[config.mk]
export PLATFORM = sky130hd
export DESIGN_NAME = rst_seq_ctrl
export DESIGN_NICKNAME = d
export VERILOG_FILES = /design/src/rtl/rst_seq_pkg.sv /design/src/rtl/rst_sync_chain.sv /design/src/rtl/rst_pulse_timer.sv /design/src/rtl/rst_seq_ctrl.sv
export SDC_FILE = /design/constraint.sdc
export NUM_CORES = 1
export LEC_CHECK = 0
export BUFFER_PORTS_ARGS = -buffer_cell sky130_fd_sc_hd__buf_2
export CORE_MARGIN = 2
export CORE_UTILIZATION = 58
export CTS_CLUSTER_DIAMETER = 200
export DETAILED_ROUTE_END_ITERATION = 7
export PLACE_DENSITY_LB_ADDON = 0.1
export SYNTH_ARGS = -nofsm -noshare
export SYNTH_HDL_FRONTEND = slang
export SYNTH_SLANG_ARGS = --single-unit
[constraint.sdc]
create_clock -name clk_i -period 2.9 [get_ports clk_i]
set_input_delay 0.29 -clock clk_i [delete_from_list [all_inputs] [get_ports clk_i]]
set_output_delay 0.29 -clock clk_i [all_outputs]
set_load 0.005 [all_outputs]
[src/rtl/rst_seq_pkg.sv]
package rst_seq_pkg;

  typedef struct packed {
    logic sticky;
    logic core;
    logic bus;
  } rst_vec_t;

endpackage

[src/rtl/rst_sync_chain.sv]
module rst_sync_chain #(
  parameter int unsigned STAGES = 2
) (
  input  logic clk_i,
  input  logic arst_i,
  output logic rst_o
);

  logic [STAGES-1:0] chain_q;

  always_ff @(posedge clk_i or posedge arst_i) begin
    if (arst_i) chain_q <= '1;
    else        chain_q <= {chain_q[STAGES-2:0], 1'b0};
  end

  assign rst_o = chain_q[STAGES-1];

endmodule

[src/rtl/rst_pulse_timer.sv]
module rst_pulse_timer #(
  parameter int unsigned CYC = 16
) (
  input  logic clk_i,
  input  logic srst_i,
  input  logic arm_i,
  input  logic start_i,
  output logic busy_o
);

  localparam int unsigned CW = $clog2(CYC + 1);

  logic [CW-1:0] cnt_q;

  always_ff @(posedge clk_i) begin
    if (srst_i)              cnt_q <= arm_i ? CW'(CYC) : '0;
    else if (start_i)        cnt_q <= CW'(CYC);
    else if (cnt_q != '0)    cnt_q <= cnt_q - 1'b1;
  end

  assign busy_o = (cnt_q != '0);

  // a start always leads to a busy window
  a_r6_start_busy: assert property (@(posedge clk_i) disable iff (srst_i)
    start_i |=> busy_o);

  // a window ends only after its last cycle or through a reset
  a_r8_full_count: assert property (@(posedge clk_i) disable iff (srst_i)
    $fell(busy_o) |-> ($past(cnt_q) == CW'(1) || $past(srst_i)));

endmodule

[src/rtl/rst_seq_ctrl.sv]
module rst_seq_ctrl
  import rst_seq_pkg::*;
#(
  parameter int unsigned SYNC_STAGES  = 2,
  parameter int unsigned BUS_RST_CYC  = 500000,
  parameter int unsigned LINK_RST_CYC = 64
) (
  input  logic clk_i,
  input  logic pwr_good_i,
  input  logic hot_rst_n_i,
  input  logic link_rst_req_i,
  input  logic sbr_set_i,
  input  logic freq_chg_i,
  input  logic stretch_en_i,
  output logic rst_sticky_o,
  output logic rst_core_o,
  output logic rst_bus_o,
  output logic link_down_o,
  output logic safe_oe_o
);

  logic cold_arst, warm_arst;
  logic cold_sync, warm_sync;
  logic link_go, link_busy, bus_busy;
  logic [SYNC_STAGES-1:0] lreq_q;
  rst_vec_t rv;

  assign cold_arst = !pwr_good_i;
  assign warm_arst = !pwr_good_i || !hot_rst_n_i;

  rst_sync_chain #(.STAGES(SYNC_STAGES)) u_cold_sync (
    .clk_i  (clk_i),
    .arst_i (cold_arst),
    .rst_o  (cold_sync)
  );

  rst_sync_chain #(.STAGES(SYNC_STAGES)) u_warm_sync (
    .clk_i  (clk_i),
    .arst_i (warm_arst),
    .rst_o  (warm_sync)
  );

  // link request crosses through its own flop chain
  always_ff @(posedge clk_i) begin
    if (warm_sync) lreq_q <= '0;
    else           lreq_q <= {lreq_q[SYNC_STAGES-2:0], link_rst_req_i};
  end
  assign link_go = lreq_q[SYNC_STAGES-1];

  rst_pulse_timer #(.CYC(LINK_RST_CYC)) u_link_tmr (
    .clk_i   (clk_i),
    .srst_i  (warm_sync),
    .arm_i   (1'b0),
    .start_i (link_go),
    .busy_o  (link_busy)
  );

  rst_pulse_timer #(.CYC(BUS_RST_CYC)) u_bus_tmr (
    .clk_i   (clk_i),
    .srst_i  (cold_sync),
    .arm_i   (stretch_en_i),
    .start_i (sbr_set_i || freq_chg_i),
    .busy_o  (bus_busy)
  );

  always_comb begin
    rv.sticky = cold_sync;
    rv.core   = warm_sync || link_busy;
    rv.bus    = rv.core || bus_busy;
  end

  assign rst_sticky_o = rv.sticky;
  assign rst_core_o   = rv.core;
  assign rst_bus_o    = rv.bus;
  assign link_down_o  = warm_sync;
  assign safe_oe_o    = !(|rv);

  // the sticky reset is released only while power is good
  a_r1_sticky_release: assert property (@(posedge clk_i) disable iff (!pwr_good_i)
    $fell(rst_sticky_o) |-> $past(pwr_good_i));

  // the core reset is never released before the sticky reset
  a_r2_core_covers_sticky: assert property (@(posedge clk_i) disable iff (!pwr_good_i)
    rst_sticky_o |-> rst_core_o);

  // with power good, the sticky reset never re-asserts
  a_r3_sticky_kept: assert property (@(posedge clk_i) disable iff (!pwr_good_i)
    !rst_sticky_o |=> !rst_sticky_o);

  // link-down implies a full core and bus reset
  a_r5_link_down_core: assert property (@(posedge clk_i) disable iff (!pwr_good_i)
    link_down_o |-> (rst_core_o && rst_bus_o));

  // the bus is reset whenever the core is
  a_r10_bus_covers_core: assert property (@(posedge clk_i) disable iff (!pwr_good_i)
    rst_core_o |-> rst_bus_o);

  // outputs are parked while any reset is active
  a_r11_safe_oe: assert property (@(posedge clk_i) disable iff (!pwr_good_i)
    (rst_core_o || rst_bus_o || rst_sticky_o) |-> !safe_oe_o);

endmodule

==> flow_summary.ini <==
[logic_synthesis]
synth_cells = 145
ys_types = 33
synth_top_cell_by_area = edfxtp_1
ys_seq_elements = 32
synthTopCellsByArea = edfxtp_1 36%, dfxtp_1 11%, dfstp_2 6.6%
synth-main-ff-cell = edfxtp_1
synth_area_sq_mm = 0.00158
synth_warnings = 0
synth_top_area_share_pct = 36.0
ys_seq_area_share_pct = 54.0
syn_area_per_cell_sq_um = 10.9
async_reset_ff_share_pct = 12.5
synth_edf_count = 19

[die]
core-area_sq_mm = 0.00252
dieHeight_um = 56.3
dieArea_sq_mm = 0.00317
num_io_pins = 12
rows = 18
start_util_pct = 62.8
fp.dieW_um = 56.3

[timing]
max_freq_mhz = 404
skew_ps = 9.62
setup_viol = 0
tightest_slew_ps = 778
slew_headroom_pct = 48.1
drv_slew = 0
hold_viol_final = 0
min_period_ps = 2480
rsz0062_at_grt = false
period_share_pct = 85.4
setup_slack_ps = 425
tns_ps = 0

[power_and_ir_drop]
p_leak_uw = 0.000672
clkPwrFrac_pct = 24.0
irDropWorstVdd_v = 0.000601
comb_power_share_pct = 27.0
switchingPower_uw = 381
sequentialPowerShare_pct = 49.0
p_per_area_mw_per_mm2 = 699
switching_share_pct = 31.0
p_int_uw = 848

[setup_path]
r2r-end = u_bus_tmr.cnt_q[15]
crit_end = safe_oe_o
critPathLaunchType = flip-flop
worstReg2RegStart = u_bus_tmr.cnt_q[4]
cp_top_family = simple AND/OR/NAND/NOR gates
crit_path_max_incr_delay_ps = 510
cp-end-kind = primary output
ff2ff_path_depth = 3
slowest_stage = nor4_4
path_depth = 5
crit_path_max_fanout = 8
startpoint = u_bus_tmr.cnt_q[4]
cp.required_ps = 2610
r2r_slack_ps = 650
cp.buffers_inverters = 1
path_class = flip-flop to primary output
arrival_ps = 2190
path_cells = nor4_4 > nand4b_1 > or4_4 > nor2_1 > buf_2

[global_routing]
grt_pass1_wl_um = 4750
gr-total-overflow = 0
met2_usage_pct = 31.1
grt_use_total_pct = 19.8
antenna_found_initial = 0
busiest_layer = met2
use_met1_pct = 24.8
grt_start_max_net_pins = 20
grt_pass1_vias = 1087
use_met3_pct = 7.83

[drt]
wl_per_cell_um = 14.2
drtIter0Drc = 31
ant_nets = 0
drc_errors = 0
vias_per_cell = 5.73
drt_wl_total_um = 2770
vias = 1117
drtPass1Iterations = 4

[placed_design]
dp_slack_ps = 651
portBuffers = 11
hpwlAfterDp_um = 2000
place_congestion = 0.779

[hold_path]
hp-class = primary input to asynchronous set/reset pin

[cts]
cts_buffers = 5
cts_tree = done
clock_latency_ps = 340
postCtsSetupBuffers = 0
clock-sinks = 32
cts_buffer_depth = 2
cts_root_buffer = clkbuf_4
path_clk_slew_ps = 90
cts-htree-levels = 2

[layout]
final_cell_mix = 26 x nor2_1, 19 x edfxtp_1, 11 x buf_2
nNetsFinal = 175
drive_above_1_share_pct = 17.6
post-route-util_pct = 69.7
syn2layout_area_growth_pct = 11.0
diodes = 0
mostFrequentLayoutCell = nor2_1

[flow_run]
maxCapViolations = 0

[outcome]
status = complete, no violations
## cell type report
| type | instances | area (sq um) |
|---|---|---|
| Clock buffer | 7 | 66.3 |
| Clock inverter | 1 | 5.00 |
| Fill cell | 198 | 764 |
| Inverter | 6 | 22.5 |
| Multi-Input combinational cell | 107 | 706 |
| Sequential cell | 32 | 856 |
| Tap cell | 30 | 37.5 |
| Timing Repair Buffer | 12 | 65.1 |
## Yosys cell counts (2+ instances only)
master,number
xnor2_1,7
nand4b_1,3
a21oi_1,3
or3_1,6
nor4_1,3
ha_1,4
nor2_1,26
nor3_1,6
dfxtp_1,9
nor4_4,2
xor2_1,10
a31oi_1,5
or4_1,2
nand4_1,2
o21ai_0,3
dfstp_2,4
edfxtp_1,19
nor2b_1,3
nand3b_1,3
nand2_1,7
inv_1,6
## how the worst min path moves through the flow
stage / from / endpoint / cells past startpoint
6_report: hot_rst_n_i / u_warm_sync.chain_q[1] / 2
5_1_grt: hot_rst_n_i / u_warm_sync.chain_q[1] / 2
3_5_place_dp: pwr_good_i / u_cold_sync.chain_q[0] / 1
3_3_place_gp: pwr_good_i / u_cold_sync.chain_q[1] / 1
2_1_floorplan: pwr_good_i / u_cold_sync.chain_q[0] / 0
4_1_cts: hot_rst_n_i / u_warm_sync.chain_q[1] / 2
## stage by stage
| stage | std cells | hold WS, ps | total power (uW) | area (sq um) |
|---|---|---|---|---|
| 6_report | 195 | 13.6 | 1230 | 1760 |
| 5_1_grt | 195 | 23.9 | 1320 | 1760 |
| 2_1_floorplan | 146 | 142 | 873 | 1590 |
| 4_1_cts | 195 | 10.3 | 1240 | 1760 |
| 3_5_place_dp | 186 | 253 | 942 | 1680 |
| 3_3_place_gp | 186 | 249 | 928 | 1680 |
## cell families (layout without fill, tap and decap cells)
logic type / Yosys count / count (layout) / synth area share [%]
and+or+nand+nor: 69 / 69 / 25.4
DFF: 32 / 32 / 54.0
xor gates and xnor gates: 17 / 17 / 9.40
AOI/OAI and AO/OA: 14 / 14 / 5.45
buffers and inverters: 7 / 26 / 1.66
adders and majority gates: 4 / 4 / 3.16
other: 1 / 2 / 0.237
muxes: 1 / 1 / 0.632
## sequential cells by signal, indices dropped and copies added (netlist names)
signal               flops
u_bus_tmr.cnt_q         19
u_cold_sync.chain_q      2
u_link_tmr.cnt_q         7
u_warm_sync.chain_q      2
lreq_q                   2
## power groups by stage
stage | clock (uW) | combinational, uW | sequential, uW
after floorplan | 0 | 273 | 600
after global placement | 0 | 320 | 608
after detailed placement | 0 | 330 | 613
after CTS | 303 | 336 | 603
after global routing | 321 | 384 | 613
final | 295 | 332 | 603
## per-layer routing
| layer | wire, um | vias up | share of wire, % |
|---|---|---|---|
| li1 | - | 559 | - |
| met1 | 1260 | 535 | 46 |
| met2 | 1370 | 17 | 49 |
| met3 | 100 | 6 | 3.6 |
| met4 | 38 | 0 | 1.4 |
| met5 | 0 | - | 0 |
## what timing repair did
| item | in CTS | in global routing |
|---|---|---|
| hold buffers | 1 | 0 |
| resized for setup | 0 | 0 |
| endpoints found under the hold margin | 2 | 0 |
(Power assumes the default switching activity.)
